## config.mk

```make
export PLATFORM = sky130hd
export DESIGN_NAME = wdt_guarded
export DESIGN_NICKNAME = d
export VERILOG_FILES = /design/src/rtl/wdt_guard_pkg.sv /design/src/rtl/wdt_unlock.sv /design/src/rtl/wdt_cfg.sv /design/src/rtl/wdt_timer.sv /design/src/rtl/wdt_guarded.sv
export SDC_FILE = /design/constraint.sdc
export NUM_CORES = 1
export LEC_CHECK = 0
export BUFFER_PORTS_ARGS = -buffer_cell sky130_fd_sc_hd__buf_2
export CAP_MARGIN = 25
export CORE_ASPECT_RATIO = 1.1
export CORE_MARGIN = 1.5
export CORE_UTILIZATION = 57
export CTS_BUF_LIST = sky130_fd_sc_hd__clkbuf_16
export DETAILED_ROUTE_END_ITERATION = 10
export GPL_ROUTABILITY_DRIVEN = 1
export PLACE_DENSITY_LB_ADDON = 0.25
export SYNTH_ARGS = -nofsm -noshare
export SYNTH_HDL_FRONTEND = slang
export SYNTH_SLANG_ARGS = --single-unit
```

## constraint.sdc

```tcl
create_clock -name clk -period 3.9 [get_ports clk]
set_clock_uncertainty 0.1 [all_clocks]
set_input_delay 0.195 -clock clk [delete_from_list [all_inputs] [get_ports clk]]
set_output_delay 0.195 -clock clk [all_outputs]
set_load 0.05 [all_outputs]
```

## src/rtl/wdt_guard_pkg.sv

```systemverilog
package wdt_guard_pkg;
  localparam int CTRL_W  = 8;
  localparam int BIT_EN  = 3;
  localparam int BIT_CHG = 4;
  localparam int BIT_PS3 = 5;
  localparam int CODE_W  = 4;
  localparam logic [CTRL_W-1:0] UNLOCK_KEY = 8'hD8;

  typedef enum logic [1:0] {
    A_CTRL = 2'd0,
    A_KEY  = 2'd1,
    A_STAT = 2'd2,
    A_NONE = 2'd3
  } wdt_addr_e;
endpackage

```

## src/rtl/wdt_unlock.sv

```systemverilog
module wdt_unlock
  import wdt_guard_pkg::*;
#(
  parameter int SIG_MODE = 0,
  parameter int WIN_CYC  = 4
) (
  input  logic              clk,
  input  logic              rst,
  input  logic              wr_ctrl,
  input  logic              wr_key,
  input  logic              wr_other,
  input  logic [CTRL_W-1:0] wdata,
  output logic              win_open,
  output logic              apply,
  output logic              arm
);
  localparam int WC_W = $clog2(WIN_CYC + 1);

  logic [WC_W-1:0] win_cnt;
  logic            open_ev;
  logic            close_ev;

  assign win_open = (win_cnt != '0);
  assign apply    = wr_ctrl && win_open;

  generate
    if (SIG_MODE == 0) begin : g_timed
      assign open_ev  = wr_ctrl && !win_open && wdata[BIT_CHG] && wdata[BIT_EN];
      assign arm      = open_ev;
      assign close_ev = apply || (wr_other && win_open);
    end else begin : g_key
      assign open_ev  = wr_key && (wdata == UNLOCK_KEY);
      assign arm      = 1'b0;
      assign close_ev = apply || (wr_key && (wdata != UNLOCK_KEY));
    end
  endgenerate

  always_ff @(posedge clk) begin
    if (rst)                 win_cnt <= '0;
    else if (open_ev)        win_cnt <= WC_W'(WIN_CYC);
    else if (close_ev)       win_cnt <= '0;
    else if (win_cnt != '0)  win_cnt <= win_cnt - 1'b1;
  end

  // a consumed window is closed on the following cycle
  p_apply_closes_r7: assert property (@(posedge clk) disable iff (rst)
    apply |=> !win_open);

  // a window only opens right after a register write
  p_open_needs_write_r8: assert property (@(posedge clk) disable iff (rst)
    $rose(win_open) |-> $past(wr_ctrl || wr_key));
endmodule

```

## src/rtl/wdt_cfg.sv

```systemverilog
module wdt_cfg
  import wdt_guard_pkg::*;
#(
  parameter int HAS_PS3 = 1
) (
  input  logic              clk,
  input  logic              por,
  input  logic              ext_rst,
  input  logic              apply,
  input  logic              arm,
  input  logic [CTRL_W-1:0] wdata,
  input  logic              expire,
  input  logic              flag_clr,
  output logic              en,
  output logic [CODE_W-1:0] code,
  output logic              flag
);
  logic              en_q, flag_q;
  logic [CODE_W-1:0] code_q;
  logic              en_d, flag_d, ps3_in;
  logic [CODE_W-1:0] code_d;

  generate
    if (HAS_PS3 != 0) begin : g_ps3
      assign ps3_in = wdata[BIT_PS3];
    end else begin : g_no_ps3
      assign ps3_in = 1'b0;
    end
  endgenerate

  always_comb begin
    flag_d = flag_q;
    if (flag_clr) flag_d = 1'b0;
    if (expire)   flag_d = 1'b1;
    en_d   = en_q;
    code_d = code_q;
    if (apply) begin
      en_d   = wdata[BIT_EN];
      code_d = {ps3_in, wdata[2:0]};
    end else if (arm) begin
      en_d = 1'b1;
    end
  end

  always_ff @(posedge clk) begin
    if (por) begin
      en_q   <= 1'b0;
      code_q <= '0;
      flag_q <= 1'b0;
    end else if (ext_rst) begin
      en_q   <= 1'b1;
      code_q <= '0;
    end else begin
      en_q   <= en_d | flag_d;
      code_q <= code_d;
      flag_q <= flag_d;
    end
  end

  assign en   = en_q;
  assign code = code_q;
  assign flag = flag_q;

  // power-on reset leaves flag and enable clear
  p_por_clear_r1: assert property (@(posedge clk) disable iff (ext_rst)
    por |=> (!flag_q && !en_q && code_q == '0));

  // the flag holds until cleared by software or power-on
  p_flag_sticky_r4: assert property (@(posedge clk) disable iff (por)
    (flag_q && !flag_clr) |=> flag_q);

  // a non-power-on reset arms the fastest timeout
  p_ext_arms_r5: assert property (@(posedge clk) disable iff (por)
    ext_rst |=> (en_q && code_q == '0));

  // a set flag keeps the watchdog enabled
  p_flag_forces_en_r6: assert property (@(posedge clk) disable iff (por)
    flag_q |-> en_q);
endmodule

```

## src/rtl/wdt_timer.sv

```systemverilog
module wdt_timer
  import wdt_guard_pkg::*;
#(
  parameter int BASE_EXP = 11,
  parameter int MAX_CODE = 9
) (
  input  logic              clk,
  input  logic              rst,
  input  logic              tick,
  input  logic              kick,
  input  logic              en,
  input  logic [CODE_W-1:0] code,
  output logic              hit,
  output logic              rst_req
);
  localparam int CNT_W = BASE_EXP + MAX_CODE;

  logic [CNT_W-1:0]  cnt;
  logic [CNT_W-1:0]  last;
  logic [CODE_W-1:0] code_c;
  logic [CODE_W-1:0] shamt;

  always_comb begin
    code_c = (code > CODE_W'(MAX_CODE)) ? CODE_W'(MAX_CODE) : code;
    shamt  = CODE_W'(MAX_CODE) - code_c;
    last   = {CNT_W{1'b1}} >> shamt;
  end

  assign hit = en && tick && !kick && (cnt >= last);

  always_ff @(posedge clk) begin
    if (rst) begin
      cnt     <= '0;
      rst_req <= 1'b0;
    end else begin
      rst_req <= hit;
      if (!en || kick || hit) cnt <= '0;
      else if (tick)          cnt <= cnt + 1'b1;
    end
  end

  // the reset request is a single-cycle pulse
  p_req_pulse_r2: assert property (@(posedge clk) disable iff (rst)
    rst_req |=> !rst_req);

  // a refresh never yields an expiry on the next cycle
  p_kick_quiet_r3: assert property (@(posedge clk) disable iff (rst)
    kick |=> !rst_req);

  // nothing is requested while disabled
  p_idle_quiet_r11: assert property (@(posedge clk) disable iff (rst)
    !en |=> !rst_req);
endmodule

```

## src/rtl/wdt_guarded.sv

```systemverilog
module wdt_guarded
  import wdt_guard_pkg::*;
#(
  parameter int SIG_MODE = 0,
  parameter int HAS_PS3  = 1,
  parameter int BASE_EXP = 11,
  parameter int WIN_CYC  = 4
) (
  input  logic       clk,
  input  logic       por,
  input  logic       ext_rst,
  input  logic       tick,
  input  logic       kick,
  input  logic       bus_wr,
  input  logic [1:0] bus_addr,
  input  logic [7:0] bus_wdata,
  output logic [7:0] bus_rdata,
  output logic       rst_req,
  output logic       rst_flag
);
  localparam int MAX_CODE = (HAS_PS3 != 0) ? 9 : 7;

  wdt_addr_e         addr;
  logic              wr_ctrl, wr_key, wr_other, flag_clr;
  logic              win_open, apply, arm;
  logic              en, hit, flag;
  logic [CODE_W-1:0] code;
  logic              any_rst;

  assign addr     = wdt_addr_e'(bus_addr);
  assign wr_ctrl  = bus_wr && (addr == A_CTRL);
  assign wr_key   = bus_wr && (addr == A_KEY);
  assign wr_other = bus_wr && (addr != A_CTRL);
  assign flag_clr = bus_wr && (addr == A_STAT) && bus_wdata[0];
  assign any_rst  = por || ext_rst;

  wdt_unlock #(.SIG_MODE(SIG_MODE), .WIN_CYC(WIN_CYC)) u_unlock (
    .clk      (clk),
    .rst      (any_rst),
    .wr_ctrl  (wr_ctrl),
    .wr_key   (wr_key),
    .wr_other (wr_other),
    .wdata    (bus_wdata),
    .win_open (win_open),
    .apply    (apply),
    .arm      (arm)
  );

  wdt_cfg #(.HAS_PS3(HAS_PS3)) u_cfg (
    .clk      (clk),
    .por      (por),
    .ext_rst  (ext_rst),
    .apply    (apply),
    .arm      (arm),
    .wdata    (bus_wdata),
    .expire   (hit),
    .flag_clr (flag_clr),
    .en       (en),
    .code     (code),
    .flag     (flag)
  );

  wdt_timer #(.BASE_EXP(BASE_EXP), .MAX_CODE(MAX_CODE)) u_timer (
    .clk     (clk),
    .rst     (any_rst),
    .tick    (tick),
    .kick    (kick),
    .en      (en),
    .code    (code),
    .hit     (hit),
    .rst_req (rst_req)
  );

  logic [7:0] ctrl_view;
  assign ctrl_view = {2'b00, code[3], win_open, en, code[2:0]};

  always_ff @(posedge clk) begin
    if (por) begin
      bus_rdata <= '0;
    end else begin
      case (addr)
        A_CTRL:  bus_rdata <= ctrl_view;
        A_STAT:  bus_rdata <= {7'b0, flag};
        default: bus_rdata <= '0;
      endcase
    end
  end

  assign rst_flag = flag;

  // the flag output only rises together with a reset request
  p_flag_with_req_r4: assert property (@(posedge clk) disable iff (any_rst)
    $rose(rst_flag) |-> rst_req);
endmodule

```

Word level (Yosys, flattened, before mapping)

Index checks and enable logic that the tools add are counted.

Bitwise operators: 1
Equality and inequality tests: 1
Multipliers: 0
Shift operators: 1
Divide/modulo/power cells: 0
Reduce and logical (&&, ||, !) cells: 26
Multiplexer cells: 10
Add/sub/neg operators: 3
Magnitude comparators: 2

Operator list:

| kind                                                 | number |
|---|---|
| adder 20 x 1 -> 20 bit, second input constant        | 1 |
| >= comparator 20 bit                                 | 1 |
| right shift 20 x 4 -> 20 bit, first input constant   | 1 |
| logical AND 1 bit                                    | 12 |
| case mux 6 bit (2 select lines)                      | 1 |
| two-way mux 3 bit                                    | 3 |
| nonzero test 3 bit                                   | 2 |
| two-way mux 1 bit                                    | 5 |
| greater-than comparator 4 bit, second input constant | 1 |
| logical OR 1 bit                                     | 4 |
| two-way mux 4 bit                                    | 1 |
| OR reduction 2 bit                                   | 2 |
| subtractor 4 bit, first input constant               | 1 |
| logical NOT 1 bit                                    | 3 |
| OR reduction 3 bit                                   | 1 |
| subtractor 3 x 1 -> 3 bit, second input constant     | 1 |
| equality test 2 bit, second input constant           | 1 |
| logical NOT 2 bit                                    | 1 |
| nonzero test 2 bit                                   | 1 |
| bitwise OR 1 bit                                     | 1 |

Output and inout port bits: 10
ROM bits: 0
Latch bits: 0
Bits in registers: 38
Memory bits (writable): 0
Memories: 0
Bits of input ports: 16
Word-level logic and storage cells: 52

Longest topological paths before layout

Gate-level depths: netlist (run 1).

Depth after elaboration: 9
Mapped depth: 14
Mapped depth without buffers: 12

Hierarchy

Synthesis (run 1) repeated with hierarchy kept, for this count alone.

Cell total of the unflattened synthesis: 242
Area total of the unflattened synthesis: 2128.3 um^2

By module, submodules not included:

| module      | instances | area each (um^2) | cells each | sequential area each (um^2) |
|---|---|---|---|---|
| wdt_timer   | 1         | 1442.6           | 174        | 420.4 |
| wdt_cfg     | 1         | 242.7            | 23         | 120.1 |
| wdt_guarded | 1         | 239.0            | 23         | 120.1 |
| wdt_unlock  | 1         | 203.9            | 22         | 60.1 |

Worst setup path after synthesis (run 1)

OpenSTA, ideal clock, no wires.

Kind: flip-flop to flip-flop
Start point: reg u_cfg.code_q[1] (netlist: u_cfg.code[1])
End point: reg u_timer.cnt[10]
Cell stages (with the launch flop): 15
Data arrival time: 2.738 ns
Slack: 0.931 ns
Period minus slack after synthesis: 2.969 ns
Buffers on the path: 2
Data required time: 3.669 ns
Library setup time: 0.131 ns
Cells stage by stage: dfxtp_1 > nor2b_1 > inv_1 > ha_1 > inv_1 > ha_1 > clkbuf_1 > nand3_1 > ha_1 > nand4_2 > nor3_2 > o311ai_2 > a31oi_2 > buf_2 > nor3_1

Word-level cells in the longest chain between the ends: 8

RTL lines:

| what                                    | RTL line        | source |
|---|---|---|
| start, declared                         | wdt_cfg.sv:19   | `logic [CODE_W-1:0] code_q;` |
| start signal, assigned                  | wdt_cfg.sv:55   | `code_q <= code_d;` |
| greater-than comparator 4 bit           | wdt_timer.sv:24 | `code_c = (code > CODE_W'(MAX_CODE)) ? CODE_W'(MAX_CODE) : code;` |
| two-way mux 4 bit (*)                   | wdt_timer.sv:24 |  |
| subtractor 4 bit (*)                    | wdt_timer.sv:25 | `shamt = CODE_W'(MAX_CODE) - code_c;` |
| right shift 20 x 4 -> 20 bit (*)        | wdt_timer.sv:26 | `last = {CNT_W{1'b1}} >> shamt;` |
| >= comparator 20 bit (*)                | wdt_timer.sv:29 | `assign hit = en && tick && !kick && (cnt >= last);` |
| logical AND 1 bit (*)                   | wdt_timer.sv:29 |  |
| logical OR 1 bit (*)                    | wdt_timer.sv:37 | `if (!en \|\| kick \|\| hit) cnt <= '0;` |
| OR reduction 2 bit (no source line) (*) | --              |  |
| end signal, assigned                    | wdt_timer.sv:38 | `else if (tick) cnt <= cnt + 1'b1;` |
| end, declared                           | wdt_timer.sv:18 | `logic [CNT_W-1:0] cnt;` |

Every way passes the cells marked *; elsewhere a longest branch is shown, timed or not.
A chain may end at the register's enable or synchronous reset.

Worst setup path after layout (run 1)

Start point: reg u_cfg.code_q[3] (netlist: u_cfg.code[3])
End point: reg u_timer.cnt[4]

The elaborated chain is that of the path after synthesis.

==> results.md, run 1 <==
Status:
- The run finished with clean final reports.

Clock network:
- The maximum level of the CTS H-tree is 2.
- Counting the buffers created by CTS gives 5.
- TritonCTS built the clock tree.
- The post-cts resize count is 0.
- The tree is rooted in a sky130_fd_sc_hd__clkbuf_16.
- The CTS sink count is 36.
- Buffers inserted to repair hold after CTS numbered 0.
- Post-CTS timing repair inserted 0 buffers for setup.
- The maximum buffer depth of the clock tree is 2.
- For the worst-skew pair, the clock arrives at the later sink with an insertion delay of 280 ps.
- The clock-pin slew on the worst setup and hold paths is 50 ps.

Floorplanning:
- Measured along the x axis, the die boundary spans 60.8 microns.
- The number of cell rows is 22.
- From bottom edge to top edge, the die measures 66.6 microns.
- The total I/O pin count is 26.
- The core region is 3410 sq um.
- The initial standard-cell utilization of the core is 0.614.
- The die footprint is 4050 sq um.

Worst setup path:
- The arrival time at the worst endpoint is 3560 ps.
- The worst setup path is of the flop to flop kind.
- The cell with the most instances on the worst path is sky130_fd_sc_hd__ha_1.
- The peak per-stage delay on the critical path is 500 ps.
- For this design, the slowest cell found on the critical path is sky130_fd_sc_hd__ha_1.
- The highest net fanout along the worst path is 13.
- The kind of capture point of the worst setup path is a flop.
- STA classifies the critical path startpoint as a flop.
- The signal on the critical path passes through nand2b_1 -> ha_1 -> inv_1 -> ha_1 -> nand3_1 -> ha_1 -> nand4_2 -> nor3_2 -> o311ai_2 -> a31oi_2 -> buf_4 -> nor3_1.
- For the worst setup path, the data required time is 3930 ps.

Logic synthesis:
- Counting flops with an async set or reset pin after synthesis yields a share of 0.
- The average instance in the mapped netlist occupies 8.88 sq um.
- The top cell type's share of synthesized area is 0.344.
- The number of instances in the synthesized netlist is 236.
- Synthesis inferred 36 register bits.
- Sorting the synthesized cells by area gives the leading types as sky130_fd_sc_hd__dfxtp_1, sky130_fd_sc_hd__ha_1, sky130_fd_sc_hd__nor3_1.
- Counting instances in the post-synthesis netlist gives the leading cell types as sky130_fd_sc_hd__dfxtp_1, sky130_fd_sc_hd__nor3_1, sky130_fd_sc_hd__ha_1.
- The portion of the post-synthesis area used by sequential elements is 0.344.
- In the post-synthesis netlist, the cell with the most instances is sky130_fd_sc_hd__dfxtp_1.
- After synthesis, the largest family of logic cells by area is simple AND/OR/NAND/NOR gates.
- For this run, the leading register cell type out of synthesis is sky130_fd_sc_hd__dfxtp_1.
- The cell area after synthesis is 2090 sq um.
- The fraction of the mapped netlist area in adder cells is 0.131.
- Yosys printed 0 warnings.
- Of the total synthesized cell area, the portion taken by XOR and XNOR cells is 0.0753.
- The library cell occupying the most area in the post-synthesis netlist is sky130_fd_sc_hd__dfxtp_1.
- Measured against the total synthesized area, the mux share comes to 0.0335.
- The count of different cell masters after synthesis is 40.
- The share of the synthesized area in compound gates (AO/OA/AOI/OAI) is 0.0812.
- Of the total synthesized cell area, the portion taken by AND, OR, NAND and NOR gates is 0.284.
- The number of flops mapped to enable cells by yosys is 0.

Cells and area:
- The final design utilization is 0.697.
- Counting the fill cells in the layout gives 309.
- Registers take 721 sq um.
- The area of combinational cells with multiple inputs is 1280 sq um.
- Compared with the post-synthesis result, the final layout area differs by 13.6%.
- The fraction of layout cells with a size suffix above 1 is 0.168.
- The number of antenna diodes in the final layout is 0.
- The final layout contains 293 nets.

Timing:
- The number of failing hold endpoints at the final stage came to 0.
- The worst hold-check slack is 26.8 ps.
- The final max-slew violation count was 0.
- The number of endpoints failing setup at the final stage is 0.
- At the pin with the least slew margin, the transition time is 780 ps.
- The portion of the clock cycle consumed by the worst path in the final layout is 0.905.
- The normalized max-slew margin is 0.479.
- The peak clock frequency supported by timing is 283 MHz.
- Setup repair after global routing left no endpoint under its margin.
- After layout, the minimum clock period comes to 3530 ps.
- The accumulated negative setup slack is 0 ps.

Route:
- For this block, the via count after detailed routing is 1663.
- The first detailed-routing pass took 4 iterations.
- The remaining number of nets flagged by the antenna check after routing is 0.
- For this run, design rule violations remaining after detail routing come to 0.
- The total wire length after detailed routing is 3.92 mm.
- After the first detailed-routing iteration, the DRC count stood at 57.
- The average routed wire per standard cell is 12.9 microns.
- Dividing the detail-routed via count by the number of cells gives 5.47.

Place:
- The count of buffers added on input and output ports is 21.
- The wire-length estimate of the detail-placed layout is 2.90 mm.
- Routability-driven placement finished with a final weighted congestion of 0.814.

Global routing:
- The initial antenna violation count is 0.
- The first-pass GRT wire length is 6.85 mm.
- The total overflow left after global routing is 0.
- Entering global routing, the biggest net connects 22 pins.
- The via count of the first global-routing pass came to 1644.
- The global-route usage over all layers is 0.225.

Power:
- VDD sags by at most 0.000263 V.
- The areal power density over the cells is 355 nW/um^2.
- The static leakage is 0.997 nW.

Job:
- The tool flagged a number of max-cap violations equal to 0.

Hold path:
- The tightest min-delay check is of the input pin to flop type.
placed cells by master (no fill, tap or decap), types with 3 or more instances in the layout:
master | netlist | routed
sky130_fd_sc_hd__nand3_1 | 9 | 9
sky130_fd_sc_hd__a21oi_1 | 11 | 11
sky130_fd_sc_hd__buf_2 | 3 | 21
sky130_fd_sc_hd__o21ai_0 | 6 | 6
sky130_fd_sc_hd__dfxtp_1 | 36 | 36
sky130_fd_sc_hd__nor3_1 | 28 | 28
sky130_fd_sc_hd__nand2_1 | 19 | 19
sky130_fd_sc_hd__ha_1 | 22 | 22
sky130_fd_sc_hd__inv_1 | 9 | 10
sky130_fd_sc_hd__xor2_1 | 14 | 14
sky130_fd_sc_hd__nand4_1 | 6 | 6
sky130_fd_sc_hd__nor3_2 | 5 | 5
sky130_fd_sc_hd__nor2_1 | 12 | 12
sky130_fd_sc_hd__clkbuf_16 | 0 | 5
sky130_fd_sc_hd__mux2i_1 | 7 | 7
sky130_fd_sc_hd__nor2b_1 | 6 | 6
sky130_fd_sc_hd__xnor2_1 | 4 | 4
sky130_fd_sc_hd__nand2b_1 | 3 | 3
sky130_fd_sc_hd__and2_1 | 5 | 5
report_power, final:
group	switching [mW]	internal, mW	leakage, nW
registers	0.00168	0.370	0.291
logic	0.0228	0.0107	0.621
clock network	0.142	0.297	0.0850
total	0.167	0.678	0.997
layer usage:
layer / global-route usage / vias to the layer above / part of all wire
li1: - / 864 / -
met1: 0.272 / 776 / 0.48
met2: 0.378 / 15 / 0.48
met3: 0.0583 / 8 / 0.022
met4: 0.0815 / 0 / 0.021
met5: 0 / - / 0
sequential cells by signal, indices dropped and copies added, names as in the netlist:
register and flops:
bus_rdata 6, u_cfg.code 4, u_cfg.en 1, u_timer.cnt 20
u_timer.rst_req 1, u_unlock.win_cnt 3, u_cfg.flag 1
critical path, delay by kind of cell (launching register included):
kind            cells  cell delay [ps]
flops               1              430
simple gates        5              810
compound gates      2              670
buf+inv             2              300
fa+ha+maj           3             1050
worst paths after layout:
check                           start             endpoint  slack [ps]  cells past startpoint
hold / removal            bus_addr[0]         bus_rdata[0]          30                      2
hold reg to reg   u_unlock.win_cnt[1]  u_unlock.win_cnt[1]         390                      2
setup reg to reg        u_cfg.code[3]       u_timer.cnt[4]         370                     12
setup / recovery        u_cfg.code[3]       u_timer.cnt[4]         370                     12
final cells by class:
| cell class | instances | share of cell area |
|---|---|---|
| clock buffer | 5 | 0.0526 |
| sequential | 36 | 0.303 |
| clock inverter | 3 | 0.0163 |
| tap | 48 | 0.0252 |
| multi-input combinational | 179 | 0.537 |
| inverter | 10 | 0.0158 |
| timing repair buffer | 23 | 0.0505 |
per-stage QoR:
| step | power, mW | instances | worst slack, ps | instance area (sq um) |
|---|---|---|---|---|
| after global placement | 0.413 | 296 | 479 | 2210 |
| after CTS | 0.855 | 304 | 373 | 2380 |
| after global routing | 0.872 | 304 | 120 | 2380 |
| after detailed placement | 0.413 | 296 | 392 | 2210 |
| final | 0.845 | 304 | 371 | 2380 |
| after floorplan | 0.402 | 237 | 931 | 2100 |
kinds of logic after synthesis:
group,after synthesis
adders and majority gates,22
AOI/OAI and AO/OA,25
DFF,36
other,1
xor gates and xnor gates,18
muxes,7
and+or+nand+nor,105
buffers and inverters,22
Note: power is estimated with default switching activity, not from simulation.
==> run 2: changes to the inputs <==
--- a/config.mk
+++ b/config.mk
@@ -13,7 +13,8 @@
 export CTS_BUF_LIST = sky130_fd_sc_hd__clkbuf_16
 export DETAILED_ROUTE_END_ITERATION = 10
 export GPL_ROUTABILITY_DRIVEN = 1
-export PLACE_DENSITY_LB_ADDON = 0.25
+export PLACE_DENSITY = 0.76
+export REMOVE_ABC_BUFFERS = 1
 export SYNTH_ARGS = -nofsm -noshare
 export SYNTH_HDL_FRONTEND = slang
 export SYNTH_SLANG_ARGS = --single-unit
==> run 2 against run 1 <==
Effect of this change: combinational power barely moved; register-to-register slack improved by 310 ps; design area did not move; maximum frequency rose by 9.7%; power rose by 0.45%; largest cell class unchanged; largest power group unchanged.
==> results.md, run 2 (same netlist as run 1, synthesis figures left out) <==
Worst setup path:
- The family with the most delay on the worst path is simple AND/OR/NAND/NOR gates.
- The cell with the largest stage delay on the worst path is sky130_fd_sc_hd__dfxtp_1.
- The worst path required time is 3990 ps (+60 ps).
- The highest net fanout along the worst path is 13 (unchanged).
- The kind of start point of the critical path is a flop.
- The arrival time at the worst endpoint was 3300 ps (-260 ps).
- The kind of capture point of the worst setup path is a flop.
- The number of buffers and inverters on the critical path is 3 (+1).
- The startpoint-to-endpoint class of the critical path is flop to flop.
- The slack of the worst reg-to-reg path is 680 ps (+310 ps).
- Traced cell by cell, the critical path runs through nor2b_1 -> inv_1 -> ha_1 -> inv_1 -> ha_1 -> o21ai_0 -> ha_1 -> a21oi_1 -> nor3_1 -> nor3_1 -> a31oi_2 -> buf_4 -> nor3_1.
- The peak per-stage delay on the critical path is 390 ps (-110 ps).

Timing:
- The number of endpoints failing setup at the final stage is 0 (unchanged).
- The number of failing hold endpoints at the final stage is 0 (unchanged).
- The portion of the clock cycle consumed by the worst path in the final layout is 0.825 (-0.0801).
- Setup repair after global routing left no endpoint under its margin.
- The peak clock frequency supported by timing is 311 MHz (+9.7%).
- The transition time at the pin with the least slew margin was 829 ps (+49.9 ps).
- The minimum period implied by the final worst setup slack came to 3220 ps (-312 ps).
- The normalized max-slew margin came to 0.446 (-0.0333).
- The final max-slew violation count is 0 (unchanged).
- The accumulated negative setup slack came to 0 ps (unchanged).

Clock network:
- The maximum buffer depth of the clock tree was 2 (unchanged).
- The hold buffer count at CTS came to 0 (unchanged).
- The clock-pin slew on the worst setup and hold paths is 50 ps (about the same).
- The CTS sink count was 36 (unchanged).
- The number of setup buffers added after CTS is 0 (unchanged).
- The total clock buffers created by CTS came to 5 (unchanged).
- The later-pin clock latency in the skew report is 280 ps (about the same).
- The post-cts resize count is 0 (unchanged).
- The TritonCTS clock tree is yes.
- In this run the clock root is driven by a sky130_fd_sc_hd__clkbuf_16.
- The maximum level of the CTS H-tree came to 2 (unchanged).

Route:
- The count of vias placed by the detailed router is 1653 (-0.60%).
- The average routed wire per standard cell came to 12.8 microns (-0.79%).
- The routed length on met3 is 134 microns (+54%).
- The remaining number of nets flagged by the antenna check after routing is 0 (unchanged).
- The residual DRC count is 0 (unchanged).
- The uppermost layer routed is met4.
- The wire length the detailed router placed on met1 is 1.89 mm (+0.85%).
- The total wire length after detailed routing is 3.89 mm (-0.79%).
- The number of vias per cell after detailed routing is 5.44 (-0.60%).
- The initial DRC count was 58 (+1.8%).
- The detailed route wirelength on metal2 is 1.79 mm (-4.2%).
- The number of iterations in the first detailed-routing pass is 4 (unchanged).

Place:
- The instance area at placement is 2210 sq um (unchanged).
- The detailed-placement wirelength estimate is 2.88 mm (-0.67%).
- The count of input and output buffers is 21 (unchanged).
- The placer's final routability congestion estimate is 0.792 (-2.7%).

Global routing:
- The initial antenna violation count is 0 (unchanged).
- The global route total overflow is 0 (unchanged).
- The maximum number of pins on one net before global-route repair came to 22 (unchanged).
- The via count of the first global-routing pass is 1472 (-10%).
- The first-pass GRT wire length is 6.40 mm (-6.5%).
- The global-route usage over all layers is 0.213 (-0.0125).

Cells and area:
- Leaving out fill and tap cells, the most frequent cells in the layout are sky130_fd_sc_hd__dfxtp_1, sky130_fd_sc_hd__nor3_1, sky130_fd_sc_hd__ha_1, sky130_fd_sc_hd__buf_2, sky130_fd_sc_hd__nand2_1.
- The post-synthesis to final-layout area growth is 13.6% (unchanged).
- The flip-flop count of the largest register, all copies and words added came to 20 (unchanged).
- The final standard cell area without fillers is 2380 sq um (unchanged).
- Ranked by flip-flop count, first place goes to u_timer.cnt.
- The antenna cell count is 0 (unchanged).
- The final net count is 293 (unchanged).
- The fraction of layout cells with a size suffix above 1 was 0.168 (unchanged).
- The library cell used most frequently in the layout, excluding fill and tap cells, is sky130_fd_sc_hd__dfxtp_1.

Floorplanning:
- The initial standard-cell utilization of the core is 0.614 (unchanged).
- The floorplan die height is 66.6 microns (unchanged).
- The die boundary width is 60.8 microns (unchanged).
- The total I/O pin count is 26 (unchanged).
- The die footprint is 4050 sq um (unchanged).
- The number of cell rows is 22 (unchanged).
- The core box area is 3410 sq um (unchanged).

Power:
- The static leakage was 0.997 nW (unchanged).
- The overall power came to 0.849 mW (+0.45%).
- The areal power density over the cells was 357 nW/um^2 (+0.45%).
- The peak supply drop is 0.000323 V (+23%).

Hold path:
- The kind of path behind the tightest hold check is input pin to flop.

Status:
- The flow ran to the end, and the final reports show no timing, DRC or antenna violations.

Job:
- The count of maximum capacitance violations was 0 (unchanged).
[run 2: path summary, 6_finish.rpt]
| path | startpoint | to | cells after the start |
|---|---|---|---|
| max reg2reg | u_cfg.code[1] | u_timer.cnt[5] | 13 |
| min | bus_addr[0] | bus_rdata[0] | 2 |
| max | u_cfg.code[1] | u_timer.cnt[5] | 13 |
| min reg2reg | u_unlock.win_cnt[1] | u_unlock.win_cnt[1] | 2 |
[run 2: stage by stage]
step / hold slack, ps / cells / worst slack (ps) / utilization
after detailed placement: 310 / 296 / 731 / 0.649
after global placement: 304 / 296 / 781 / 0.649
after global routing: 17.7 / 304 / 425 / 0.697
after floorplan: 161 / 225 / 706 / -
final: 15.4 / 304 / 683 / 0.697
after CTS: 11.0 / 304 / 713 / 0.697
[run 2: power by group]
part           internal (mW)  switching, mW  total [mW]
combinational         0.0107         0.0227      0.0333
sequential             0.370        0.00161       0.372
clock                  0.298          0.146       0.444
[run 2: layout make-up]
type | instances | area [sq um]
tap | 48 | 60.1
sequential | 36 | 721
multi-input combinational | 179 | 1280
clock inverter | 3 | 38.8
inverter | 10 | 37.5
clock buffer | 5 | 125
fill | 300 | 1030
timing repair buffer | 23 | 120
[run 2: worst reg2reg max path, stage by stage, from the launching register on]
cell and delay (ps):
sky130_fd_sc_hd__dfxtp_1 390, sky130_fd_sc_hd__nor2b_1 250, sky130_fd_sc_hd__inv_1 70, sky130_fd_sc_hd__ha_1 210, sky130_fd_sc_hd__inv_1 60, sky130_fd_sc_hd__ha_1 350, sky130_fd_sc_hd__o21ai_0 200, sky130_fd_sc_hd__ha_1 330
sky130_fd_sc_hd__a21oi_1 140, sky130_fd_sc_hd__nor3_1 60, sky130_fd_sc_hd__nor3_1 390, sky130_fd_sc_hd__a31oi_2 160, sky130_fd_sc_hd__buf_4 210, sky130_fd_sc_hd__nor3_1 200
[run 2: layer usage]
metal	track usage	up-vias
met5	0	-
met4	0.0734	0
met3	0.0641	7
met2	0.321	21
met1	0.285	760
li1	-	865
